===== config.mk =====
export PLATFORM = sky130hd
export DESIGN_NAME = regfile_fwd2r1w
export DESIGN_NICKNAME = d
export VERILOG_FILES = /design/src/rtl/rf_pkg.sv /design/src/rtl/rf_store.sv /design/src/rtl/rf_read_port.sv /design/src/rtl/regfile_fwd2r1w.sv
export SDC_FILE = /design/constraint.sdc
export NUM_CORES = 1
export LEC_CHECK = 0
export BUFFER_PORTS_ARGS = -buffer_cell sky130_fd_sc_hd__buf_4
export CAP_MARGIN = 20
export CORE_MARGIN = 2
export CORE_UTILIZATION = 30
export CTS_BUF_LIST = sky130_fd_sc_hd__clkbuf_16
export DETAILED_ROUTE_END_ITERATION = 16
export MAX_ROUTING_LAYER = met4
export PLACE_DENSITY = 0.42
export SYNTH_ARGS = -nofsm -noshare
export SYNTH_HDL_FRONTEND = slang
export SYNTH_SLANG_ARGS = --single-unit

===== constraint.sdc =====
create_clock -name clk_i -period 2.5 [get_ports clk_i]
set_input_delay 0 -clock clk_i [delete_from_list [all_inputs] [get_ports clk_i]]
set_output_delay 0 -clock clk_i [all_outputs]
set_load 0.02 [all_outputs]

===== src/rtl/rf_pkg.sv =====
package rf_pkg;
  localparam int unsigned RF_DEF_ENTRIES = 8;
  localparam int unsigned RF_DEF_WIDTH   = 8;
endpackage


===== src/rtl/rf_store.sv =====
module rf_store #(
  parameter int unsigned ENTRIES = rf_pkg::RF_DEF_ENTRIES,
  parameter int unsigned WIDTH   = rf_pkg::RF_DEF_WIDTH,
  localparam int unsigned AW     = $clog2(ENTRIES)
) (
  input  logic                            clk_i,
  input  logic                            rst_i,
  input  logic                            wr_en_i,
  input  logic [AW-1:0]                   wr_addr_i,
  input  logic [WIDTH-1:0]                wr_data_i,
  output logic [ENTRIES-1:0][WIDTH-1:0]   entries_o
);
  // entry zero has no flops: constant zero
  assign entries_o[0] = '0;

  for (genvar gi = 1; gi < ENTRIES; gi++) begin : g_entry
    always_ff @(posedge clk_i) begin
      if (rst_i) begin
        entries_o[gi] <= '0;
      end else if (wr_en_i && (wr_addr_i == AW'(gi))) begin
        entries_o[gi] <= wr_data_i;
      end
    end
  end

  AST_RESET_CLEARS: assert property (@(posedge clk_i) disable iff (rst_i)
    $past(rst_i) |-> (entries_o == '0));

  AST_WRITE_LANDS: assert property (@(posedge clk_i) disable iff (rst_i)
    (wr_en_i && (wr_addr_i != '0)) |=> (entries_o[$past(wr_addr_i)] == $past(wr_data_i)));

  AST_IDLE_HOLDS: assert property (@(posedge clk_i) disable iff (rst_i)
    !wr_en_i |=> $stable(entries_o));
endmodule


===== src/rtl/rf_read_port.sv =====
module rf_read_port #(
  parameter int unsigned ENTRIES = rf_pkg::RF_DEF_ENTRIES,
  parameter int unsigned WIDTH   = rf_pkg::RF_DEF_WIDTH,
  localparam int unsigned AW     = $clog2(ENTRIES)
) (
  input  logic                            clk_i,
  input  logic                            rst_i,
  input  logic [ENTRIES-1:0][WIDTH-1:0]   entries_i,
  input  logic                            wr_en_i,
  input  logic [AW-1:0]                   wr_addr_i,
  input  logic [WIDTH-1:0]                wr_data_i,
  input  logic [AW-1:0]                   rd_addr_i,
  output logic [WIDTH-1:0]                rd_data_o
);
  logic fwd_hit;

  // forward only for a live, nonzero, matching write outside reset
  assign fwd_hit = wr_en_i && !rst_i && (rd_addr_i != '0) && (rd_addr_i == wr_addr_i);

  always_comb begin
    if (rd_addr_i == '0) begin
      rd_data_o = '0;
    end else if (fwd_hit) begin
      rd_data_o = wr_data_i;
    end else begin
      rd_data_o = entries_i[rd_addr_i];
    end
  end

  AST_ZERO_ENTRY: assert property (@(posedge clk_i) disable iff (rst_i)
    (rd_addr_i == '0) |-> (rd_data_o == '0));

  AST_FORWARD: assert property (@(posedge clk_i) disable iff (rst_i)
    (wr_en_i && (wr_addr_i != '0) && (rd_addr_i == wr_addr_i)) |-> (rd_data_o == wr_data_i));

  AST_NO_FWD_IDLE: assert property (@(posedge clk_i) disable iff (rst_i)
    !wr_en_i |-> (rd_data_o == entries_i[rd_addr_i]));
endmodule


===== src/rtl/regfile_fwd2r1w.sv =====
module regfile_fwd2r1w #(
  parameter int unsigned ENTRIES = rf_pkg::RF_DEF_ENTRIES,
  parameter int unsigned WIDTH   = rf_pkg::RF_DEF_WIDTH,
  localparam int unsigned AW     = $clog2(ENTRIES)
) (
  input  logic             clk_i,
  input  logic             rst_i,
  input  logic             wr_en_i,
  input  logic [AW-1:0]    wr_addr_i,
  input  logic [WIDTH-1:0] wr_data_i,
  input  logic [AW-1:0]    rd_addr_a_i,
  output logic [WIDTH-1:0] rd_data_a_o,
  input  logic [AW-1:0]    rd_addr_b_i,
  output logic [WIDTH-1:0] rd_data_b_o
);
  localparam int unsigned PORTS = 2;

  logic [ENTRIES-1:0][WIDTH-1:0] entries;
  logic [PORTS-1:0][AW-1:0]      rd_addr;
  logic [PORTS-1:0][WIDTH-1:0]   rd_data;

  assign rd_addr[0]  = rd_addr_a_i;
  assign rd_addr[1]  = rd_addr_b_i;
  assign rd_data_a_o = rd_data[0];
  assign rd_data_b_o = rd_data[1];

  rf_store #(.ENTRIES(ENTRIES), .WIDTH(WIDTH)) u_store (
    .clk_i     (clk_i),
    .rst_i     (rst_i),
    .wr_en_i   (wr_en_i),
    .wr_addr_i (wr_addr_i),
    .wr_data_i (wr_data_i),
    .entries_o (entries)
  );

  for (genvar gp = 0; gp < PORTS; gp++) begin : g_port
    rf_read_port #(.ENTRIES(ENTRIES), .WIDTH(WIDTH)) u_rd (
      .clk_i     (clk_i),
      .rst_i     (rst_i),
      .entries_i (entries),
      .wr_en_i   (wr_en_i),
      .wr_addr_i (wr_addr_i),
      .wr_data_i (wr_data_i),
      .rd_addr_i (rd_addr[gp]),
      .rd_data_o (rd_data[gp])
    );
  end

  AST_PORTS_AGREE: assert property (@(posedge clk_i) disable iff (rst_i)
    (rd_addr_a_i == rd_addr_b_i) |-> (rd_data_a_o == rd_data_b_o));
endmodule


======== Word level (Yosys, flattened, before mapping) ========
Index checks and enable logic that the tools add are counted.
storage, ports and cells
  register bits ........................... 56
  input port bits ......................... 20
  output and inout bits ................... 16
  logic and storage cells ................. 43
operators by class
  magnitude comparators ................... 2
  equal/unequal tests ..................... 9
  muxes and demuxes ....................... 8
  reduce and logical (&&, ||, !) cells .... 17
operators with widths
  kind                                                  count
  binary-select mux 8 bit (select 3 bit)                2
  2-to-1 mux 8 bit                                      6
  equality test 3 bit (second input constant)           4
  logical AND 1 bit                                     12
  < comparator 3 x 4 -> 1 bit (second input constant)   2
  equality test 3 x 2 -> 1 bit (second input constant)  2
  equality test 3 bit                                   2
  logical NOT 3 bit                                     2
  nonzero test 3 bit                                    2
  equality test 3 x 1 -> 1 bit (second input constant)  1
  logical NOT 1 bit                                     1

======== Depth between registers and ports, before layout ========
Gate-level depths: netlist of run 1.
  word-level depth ........................ 6
  depth in mapped cells ................... 6
  mapped depth without buffers ............ 4

======== Cells and area by module ========
Synthesis of run 1 repeated with hierarchy kept, for this count alone.
unflattened totals
  cells, all modules ...................... 309
  area, all modules ....................... 3,636.0 µm²
by module, submodules not included
  module        instances  cells an instance  area an instance (µm²)  seq. area each (µm²)
  rf_store      1          205                2,302.2                 1,121.1
  rf_read_port  2          52                 666.9                   0.0

======== Least setup slack after synthesis of run 1 ========
OpenSTA, ideal clock, no wires.
  path type ............................... input-to-output
  from .................................... input port rd_addr_b_i[0]
  to ...................................... output port rd_data_b_o[0]
  arrival ................................. 1.276 ns
  data required time ...................... 2.500 ns
  setup slack ............................. 1.224 ns
  stages on the path ...................... 5
  buffers on the path ..................... 2
  path through ............................ buf_4 > xnor2_1 > nand4_2 > buf_2 > a211oi_1
on the way
  longest elaborated chain between the ends .. 5
  elaborated cells on any way between the ends .. 9
  those cells by class .................... eq/ne: 1; mux: 4; reduce/logical: 4
ends and longest elaborated chain
  item                                                                                            line                   text
  from (decl)                                                                                     regfile_fwd2r1w.sv:13  input logic [AW-1:0] rd_addr_b_i,
  parallel branches: the longest is 4 deep, another holds binary-select mux 8 bit (select 3 bit)  n/a
  2-to-1 mux 8 bit (*)                                                                            rf_read_port.sv:21     if (rd_addr_i == '0) begin
  to (decl)                                                                                       regfile_fwd2r1w.sv:14  output logic [WIDTH-1:0] rd_data_b_o
Mark *: on every way between the ends. The select of a mux whose other input is x is not followed.

======== Worst setup path after layout of run 1 ========
  from .................................... input port rd_addr_b_i[0]
  to ...................................... output port rd_data_b_o[5]
The elaborated chain is that of the path after synthesis.

==> results_dict.tcl, run 1 <==
set metrics [dict create \
    clock.fmax_mhz 598 \
    synth_area_um2 3270 \
    fin_setup_tns_ps 0 \
    final_common_cell "nand2_1" \
    final_antenna_net_count 0 \
    area_growth_pct 13.7 \
    overflow 0 \
    cp-end-kind "output pin" \
    p_seq_frac 0.462 \
    cts_max_path_buffers 2 \
    drt-total-wl_mm 10.6 \
    hold_viol_final 0 \
    fin_cells 569 \
    gp_congestion 0.824 \
    maxSlewHeadroom 0.486 \
    route.vias.total 2910 \
    design_area_um2 3720 \
    synthDistinctLibCells 31 \
    fin_crit_ps 1670 \
    hold_path.class "input port to flip-flop" \
    root_buffer "clkbuf_16" \
    clock_skew_ps 0 \
    num_io_pins 36 \
    grt_setup_unrepaired "no" \
    largest_register "u_store.entries_o" \
    drtIter0Drc 121 \
    globalRouteTotalUtil 0.190 \
    path_clk_slew_ps 70 \
    required_ps 2500 \
    outcome "finished, final reports clean" \
    path_delay_family "buffers and inverters" \
    pre_cts_slack_ps 858 \
    path_class "input port to output pin" \
    top_regs "u_store.entries_o (56)" \
    cp_max_fo 27 \
    coreArea_um2 10700 \
    antenna_cells 0 \
    finalNetCount 448 \
    critical_path.startpoint "rd_addr_b_i[0]" \
    wl_met1_mm 5.04 \
    drive_above_1_share 0.142 \
    synth_edf_count 0 \
    cp_num_buf_inv 2 \
    die_x_um 108 \
    synthFlopType "dfxtp_1" \
    worst_path_max_delay_cell "nor3b_2" \
    io_buffers 35 \
    htree_levels 2 \
    die_h_um 108 \
    cpPeakStageDelay_ps 510 \
    finalSetupViolCount 0 \
    endpoint "rd_data_b_o[5]" \
    dieArea_um2 11800 \
    ys_seq_area_frac 0.343 \
    async_flop_share 0 \
    hpwl_mm 7.37 \
    drv_cap 0 \
    grt_pass1_vias 2839 \
    arrival_ps 1670 \
    cts_setup_buffers 0 \
    cp.depth 5 \
    clock_sinks 56 \
    critPathLaunchType "input port" \
    vdd_drop_max_mv 0.244 \
    cell_internal_pwr_w 0.00148 \
    wire_per_inst_um 18.6 \
    drt_drc_violations_left 0 \
    synth_area_per_cell_um2 7.88 \
    highest_layer "met4" \
    reg2reg_to "u_store.entries_o[10]" \
    dr_wl_met3_um 356 \
    power.switching_w 0.000522 \
    slew_violations 0 \
    grt_max_degree 57 \
    placementRows 38 \
    reg2reg_from "u_store.entries_o[10]" \
    placed_cell_area_um2 3560 \
    clkPwrFrac 0.397 \
    grt_pass1_wl_mm 16.2 \
    syn-num-nets 435 \
    sw_frac_of_total 0.261 \
    antenna_found_initial 0 \
    clk_latency_ps 290 \
    wl_met2_mm 5.10 \
    viasPerCell 5.11 \
    cts.repair.resized 0 \
    numCtsBuffers 5 \
    pwr-share-comb 0.141 \
    worst_slack_ps 827 \
    syn_inst 415 \
    final_cell_mix "nand2_1 (102), dfxtp_1 (56), mux2i_1 (53), a21oi_1 (49), nor2_1 (44)" \
    fin_crit_sh 0.669 \
    cellLeakagePower_nw 1.32 \
    initial_core_util 0.304 \
    r2r_setup_slack_ps 1820 \
    hold_buffers 0 \
    tightest_slew_ps 769 \
    dp_cells 561 \
    r2r_cells 2 \
    tritoncts "done" \
    yosysWarningCount 0 \
    crit_chain "buf_4 -> nor3b_2 -> a211oi_1 -> a211oi_1 -> buf_4" \
    largest_register_ffs 56 \
    firstDrtPassIters 5 \
    synth_seq_cells 56 \
    p_per_area_nw_per_um2 539 \
]
[worst min-delay path, cell delays in order]
cell and delay, ps:
buf_4 150, nand2_1 60, a21oi_1 50
[per-stage QoR]
step / hold WS (ps) / utilization / total power (W)
detailed placement: 324 / 0.331 / 0.00123
finish: 14.5 / 0.346 / 0.00200
CTS: 12.5 / 0.346 / 0.00203
global placement: 318 / 0.331 / 0.00123
floorplan: 309 / - / 0.00114
global route: 11.9 / 0.346 / 0.00210
[area by class of cell]
class | count | area [um2]
Timing Repair Buffer | 37 | 278
Tap cell | 140 | 175
Fill cell | 1170 | 7030
Sequential cell | 56 | 1120
Multi-Input combinational cell | 328 | 1980
Clock inverter | 3 | 38.8
Clock buffer | 5 | 125
[routing by layer]
metal  up-vias  global-route usage
li1       1469                   -
met1      1377               0.259
met2        60               0.307
met3         4              0.0241
met4         0              0.0321
met5         -                   -
[power by group through the flow]
stage | registers, W | clock network, W | logic (W)
after floorplan | 0.000942 | 0 | 0.000198
after global placement | 0.000947 | 0 | 0.000285
after detailed placement | 0.000947 | 0 | 0.000285
after CTS | 0.000926 | 0.000822 | 0.000287
after global routing | 0.000928 | 0.000860 | 0.000308
final | 0.000926 | 0.000796 | 0.000283
[synthesized netlist by cell type (3+ instances only)]
cell type  count  area share
a2111oi_2      8       0.037
nor3_1        10       0.015
buf_6          4       0.014
clkbuf_1      16       0.018
dfxtp_1       56        0.34
nor2_1        44       0.050
buf_2          6      0.0092
nand2b_1       7       0.013
nand2_1      102        0.12
xnor2_1        6       0.016
mux2i_1       53        0.16
buf_4          3      0.0069
nor2b_1        3      0.0057
a211oi_1      14       0.032
a21oi_1       49       0.075
o22ai_1       15       0.029
[how the worst min path moves through the flow]
stage,start,slack (ps),depth (start not counted),endpoint
finish,wr_data_i[3],10,3,u_store.entries_o[19]
global route,wr_data_i[1],10,3,u_store.entries_o[17]
CTS,wr_data_i[3],10,3,u_store.entries_o[19]
detailed placement,wr_data_i[3],320,3,u_store.entries_o[27]
global placement,wr_data_i[4],320,3,u_store.entries_o[20]
floorplan,rst_i,310,2,u_store.entries_o[32]
[kinds of logic after synthesis]
| kind of cell | synth area share |
|---|---|
| and+or+nand+nor | 0.242 |
| AOI/OAI and AO/OA | 0.176 |
| DFF | 0.343 |
| muxes | 0.173 |
| buffers and inverters | 0.0513 |
| xor gates and xnor gates | 0.0161 |
No activity file was read; power rests on OpenSTA's default activity.
==> run 2: changes to the inputs <==
--- a/config.mk
+++ b/config.mk
@@ -5,6 +5,7 @@
 export SDC_FILE = /design/constraint.sdc
 export NUM_CORES = 1
 export LEC_CHECK = 0
+export ABC_AREA = 1
 export BUFFER_PORTS_ARGS = -buffer_cell sky130_fd_sc_hd__buf_4
 export CAP_MARGIN = 20
 export CORE_MARGIN = 2
@@ -12,7 +13,7 @@
 export CTS_BUF_LIST = sky130_fd_sc_hd__clkbuf_16
 export DETAILED_ROUTE_END_ITERATION = 16
 export MAX_ROUTING_LAYER = met4
-export PLACE_DENSITY = 0.42
+export PLACE_DENSITY = 0.44
 export SYNTH_ARGS = -nofsm -noshare
 export SYNTH_HDL_FRONTEND = slang
 export SYNTH_SLANG_ARGS = --single-unit
==> constraint.sdc (replaced) <==
create_clock -name clk_i -period 1.5 [get_ports clk_i]
set_input_delay 0 -clock clk_i [delete_from_list [all_inputs] [get_ports clk_i]]
set_output_delay 0 -clock clk_i [all_outputs]
set_load 0.02 [all_outputs]
==> run 2 against run 1 <==
Against the previous run:
- the flow now finishes with violations (hold timing)
- design area up 13%
- combinational power rose to 2.9 times the previous value
- sequential share of layout area down 3.3 points
- via count up 32%
- power up 83%
==> results_dict.tcl, run 2 <==
set metrics [dict create \
    worst_slack_ps 75.3 \
    finalNetCount 645 \
    die_h_um 112 \
    fin_cells 769 \
    cp-end-kind "output pin" \
    synth_area_um2 3500 \
    ys_seq_area_frac 0.321 \
    path_class "input port to output pin" \
    crit_chain "dlygate4sd3_1 -> buf_4 -> inv_1 -> nand3_1 -> nand2_1 -> a21oi_1 -> buf_4" \
    final_cell_mix "nand2_1 (206), a21oi_1 (69), nand3_1 (64), inv_1 (63), o21ai_0 (59)" \
    p_per_area_nw_per_um2 875 \
    die_x_um 112 \
    path_delay_family "buffers and inverters" \
    yosysWarningCount 0 \
    wl_met1_mm 6.03 \
    yosysTopAreaCell "dfxtp_1" \
    cp_max_fo 8 \
    arrival_ps 1420 \
    whs_ps -6.95 \
    synthTopCellsByCount "nand2_1 (206), a21oi_1 (70), nand3_1 (64)" \
    gp_congestion 0.865 \
    viasPerCell 4.98 \
    r2r_setup_slack_ps 800 \
    cp_num_buf_inv 4 \
    clock_skew_ps 0 \
    syn_inst 587 \
    wire_per_inst_um 16.3 \
    wl_met2_mm 5.93 \
    largest_register_ffs 56 \
    htree_levels 2 \
    fin_crit_ps 1420 \
    drv_cap 0 \
    io_buffers 35 \
    antenna_found_initial 0 \
    critPathLaunchType "input port" \
    clk_latency_ps 310 \
    tightest_slew_ps 611 \
    worst_path_max_delay_cell "dlygate4sd3_1" \
    dp_cells 755 \
    top_regs "u_store.entries_o (56)" \
    grt_pass1_wl_mm 19.8 \
    slew_violations 0 \
    final_common_cell "nand2_1" \
    grt_pass1_vias 3492 \
    hold_path.class "input port to flip-flop" \
    root_buffer "clkbuf_16" \
    overflow 0 \
    firstDrtPassIters 5 \
    pre_cts_slack_ps 194 \
    grt_max_degree 57 \
    placed_cell_area_um2 3970 \
    placementRows 39 \
    yosysTopAreaCellShare 0.321 \
    synthTopCellsByArea "dfxtp_1 (32%), nand2_1 (22%), a21oi_1 (10%)" \
    area_growth_pct 19.9 \
    highest_layer "met4" \
    clock_sinks 56 \
    final_antenna_net_count 0 \
    drtIter0Drc 206 \
    outcome "finished, violations left" \
    synth_edf_count 0 \
    cts_max_path_buffers 2 \
    finalSetupViolCount 0 \
    async_flop_share 0 \
    clock.fmax_mhz 702 \
    numCtsBuffers 5 \
    drt_drc_violations_left 0 \
    dr_wl_met3_um 441 \
    hpwl_mm 9.24 \
    initial_core_util 0.306 \
    drive_above_1_share 0.129 \
    maxSlewHeadroom 0.592 \
    route.vias.total 3827 \
    synth_area_per_cell_um2 5.96 \
    syn-num-nets 607 \
    globalRouteTotalUtil 0.208 \
    path_common_cell "buf_4" \
    yosysMostFrequentCell "nand2_1" \
    antenna_cells 0 \
    vdd_drop_max_mv 0.447 \
    fin_setup_tns_ps 0 \
    required_ps 1500 \
    drt-total-wl_mm 12.5 \
    path_clk_slew_ps 80 \
    synthDistinctLibCells 22 \
    design_area_um2 4190 \
    fin_crit_sh 0.950 \
    num_io_pins 36 \
    cellLeakagePower_nw 1.96 \
    fill_cells 1268 \
    violations "hold timing" \
    cpPeakStageDelay_ps 550 \
    grt_setup_unrepaired "no" \
    hold_viol_final 1 \
    dieArea_um2 12500 \
    cts_setup_buffers 0 \
    regArea_um2 1120 \
    synthFlopType "dfxtp_1" \
    multi_input_area_um2 1990 \
    coreArea_um2 11400 \
    synth_seq_cells 56 \
    tritoncts "done" \
    largest_register "u_store.entries_o" \
]
-- run 2: cell count changes after synthesis, sizes merged, moves of 8 or more --
cell and change:
o22ai -15, nor2 -23, o21ai +62, nand2 +107, nor3 -9, a211oi -14
a2111oi -8, mux2i -53, nand3 +64, a21oi +21, inv +66
-- run 2: cell families after synthesis --
kind of cell / share of synthesized area
AO/OA/AOI/OAI: 0.193
AND/OR/NAND/NOR: 0.375
buffers and inverters: 0.111
flip-flops: 0.321
-- run 2: where the power goes --
group	total, W	internal [W]	switching (W)	leakage [nW]
Clock	0.00127	0.000646	0.000628	0.0767
Combinational	0.000817	0.000291	0.000526	1.43
Sequential	0.00158	0.00154	0.0000379	0.456
-- run 2: per-stage QoR --
stage | util | total power (W)
global route | 0.367 | 0.00384
detailed placement | 0.348 | 0.00241
finish | 0.367 | 0.00367
global placement | 0.348 | 0.00241
floorplan | - | 0.00208
CTS | 0.367 | 0.00371
-- run 2: worst register-to-register path, delay by kind of cell, from the launching register on --
| family | cells | cell delay [ps] |
|---|---|---|
| flip-flops | 1 | 350 |
| AO/OA/AOI/OAI | 2 | 220 |
-- run 2: timing repair --
item,in CTS,in global routing
hold buffers,6,0
endpoints found under the hold margin,6,0
resized for setup,0,3
setup endpoints to repair,0,2
-- run 2: layout make-up --
class | count | area share
sequential | 56 | 0.268
clock inverter | 3 | 0.00686
tap | 143 | 0.0427
multi-input combinational | 436 | 0.474
timing repair buffer | 59 | 0.118
clock buffer | 5 | 0.0298
inverter | 67 | 0.0600
-- run 2: worst paths after layout --
path                                 to                   from  depth (start not counted)
setup / recovery         rd_data_a_o[4]           wr_data_i[4]                          7
hold reg to reg   u_store.entries_o[17]  u_store.entries_o[17]                          2
hold / removal    u_store.entries_o[19]           wr_data_i[3]                          3
setup reg to reg  u_store.entries_o[52]  u_store.entries_o[52]                          2
-- run 2: routing by layer --
metal  vias up  GRT usage
met1      1771      0.280
met2        84      0.333
met3        11     0.0267
li1       1961          -
met5         -          -
met4         0     0.0528
==> run 3: changes to the inputs <==
==> constraint.sdc (replaced) <==
create_clock -name clk_i -period 1.3 [get_ports clk_i]
set_input_delay 0 -clock clk_i [delete_from_list [all_inputs] [get_ports clk_i]]
set_output_delay 0 -clock clk_i [all_outputs]
set_load 0.02 [all_outputs]
==> run 3 against run 2 <==
Against the previous run:
- the flow finishes with violations (setup timing)
- final cell count rose by 1.7%
- clock skew did not move
- clock power increased by 9%
- sequential power increased by 16%
- setup slack worse by 110 ps
- sequential cell count unchanged
- register-to-register slack worse by 310 ps
- utilization is 4.7 points higher
- largest cell class unchanged
- largest power group unchanged
- highest routed layer unchanged
==> results_dict.tcl, run 3 (synthesis results as in run 2) <==
set metrics [dict create \
    outcome "finished, violations left" \
    violations "setup timing" \
    placed_cell_area_um2 4040 \
    tightest_slew_ps 407 \
    drv_cap 0 \
    path_common_cell "nand2_2" \
    required_ps 1300 \
    cellLeakagePower_nw 2.13 \
    drive_above_1_share 0.396 \
    reg2reg_from "u_store.entries_o[49]" \
    cp-end-kind "output pin" \
    antenna_cells 0 \
    dp_cells 762 \
    clock_sinks 56 \
    crit_chain "nand2_1 -> nand3_2 -> nand2_2 -> nand2_2 -> nand2_2 -> a21oi_2 -> buf_6" \
    drtIter0Drc 227 \
    design_area_um2 4730 \
    clock_skew_ps 0 \
    wire_per_inst_um 16.7 \
    tritoncts "done" \
    clock.fmax_mhz 749 \
    critical_path.startpoint "u_store.entries_o[34]" \
    htree_levels 2 \
    worst_slack_ps -35.5 \
    die_h_um 112 \
    initial_core_util 0.306 \
    hp-start "wr_data_i[0]" \
    cpPeakStageDelay_ps 360 \
    overflow 0 \
    numCtsBuffers 5 \
    grt_pass1_wl_mm 20.8 \
    area_growth_pct 35.2 \
    path_clk_slew_ps 80 \
    globalRouteTotalUtil 0.220 \
    finalSetupViolCount 3 \
    viasPerCell 5.03 \
    coreArea_um2 11400 \
    worst_path_max_delay_cell "dfxtp_2" \
    dieArea_um2 12500 \
    top_regs "u_store.entries_o (56)" \
    maxSlewHeadroom 0.729 \
    num_io_pins 36 \
    fin_crit_sh 1.03 \
    slew_violations 0 \
    arrival_ps 1340 \
    pre_cts_slack_ps 98.7 \
    grt_setup_unrepaired "yes" \
    vdd_drop_max_mv 0.713 \
    antenna_found_initial 0 \
    largest_register "u_store.entries_o" \
    grt_pass1_vias 3792 \
    final_cell_mix "nand2_1 (158), a21oi_1 (56), o21ai_0 (53), buf_4 (52), nand2_2 (51)" \
    whs_ps 2.17 \
    route.vias.total 3937 \
    grt_max_degree 57 \
    cp_max_fo 3 \
    largest_register_ffs 56 \
    die_x_um 112 \
    hpwl_mm 9.62 \
    final_common_cell "nand2_1" \
    gp_congestion 0.906 \
    io_buffers 35 \
    critPathLaunchType "flip-flop" \
    clk_latency_ps 310 \
    path_class "flip-flop to output pin" \
    placementRows 39 \
    hold_path.class "input port to flip-flop" \
    p_per_area_nw_per_um2 916 \
    fill_cells 1243 \
    hold_viol_final 0 \
    final_antenna_net_count 0 \
    cts_max_path_buffers 2 \
    drt-total-wl_mm 13.0 \
    firstDrtPassIters 5 \
    drt_drc_violations_left 0 \
    regArea_um2 1200 \
    root_buffer "clkbuf_16" \
    multi_input_area_um2 2310 \
    fin_crit_ps 1340 \
    fin_cells 782 \
    finalNetCount 658 \
]
-- run 3: changes by cell type in the layout (fill, tap and decap cells not counted), moves of 25 or more --
cell | before | now
dfxtp_1 | 54 | 5
nand2_1 | 206 | 158
nand2_2 | 3 | 51
dfxtp_2 | 2 | 46
nand3_1 | 64 | 38
nand3_2 | 2 | 27
-- run 3: repair_timing --
| item | in CTS | in global routing |
|---|---|---|
| gates resized for setup | 85 | 103 |
| endpoints found under the setup margin | 16 | 16 |
| hold buffers | 7 | 0 |
| cloned | 0 | 0 |
| buffers inserted | 2 | 3 |
| pin swaps | 24 | 58 |
| endpoints found under the hold margin | 7 | 0 |
-- run 3: worst paths after layout --
kind	cells past startpoint	slack, ps	endpoint
max reg2reg	3	490	u_store.entries_o[49]
min	3	2	u_store.entries_o[16]
max	7	-40	rd_data_b_o[2]
min reg2reg	2	470	u_store.entries_o[13]
-- run 3: critical path, delay by kind of cell, from the launching register on --
kind / cells / cell delay [ps]
buffers and inverters: 1 / 150
DFF: 1 / 360
and+or+nand+nor: 5 / 340
AOI/OAI and AO/OA: 1 / 180
-- run 3: where the power goes --
group,internal [W],switching [W]
registers,0.00178,0.0000540
logic,0.000423,0.000680
clock network,0.000710,0.000685
total,0.00291,0.00142
-- run 3: layer usage --
metal | track usage | vias up | routed length (um)
met4 | 0.0797 | 0 | 418
met2 | 0.345 | 76 | 6140
met5 | - | - | 0
met1 | 0.279 | 1840 | 5900
met3 | 0.0490 | 27 | 569
li1 | - | 1994 | -
-- run 3: layout make-up --
class | count | area share
Timing Repair Buffer | 72 | 0.136
Inverter | 67 | 0.0532
Sequential cell | 56 | 0.253
Clock inverter | 3 | 0.00397
Tap cell | 143 | 0.0379
Multi-Input combinational cell | 436 | 0.489
Clock buffer | 5 | 0.0265
-- run 3: per-stage QoR --
stage          power [W]  utilization  setup TNS, ps
2_1_floorplan    0.00240            -              0
3_3_place_gp     0.00281        0.354              0
3_5_place_dp     0.00281        0.354              0
4_1_cts          0.00428        0.388           -149
5_1_grt          0.00455        0.414           -916
6_report         0.00433        0.414          -50.0
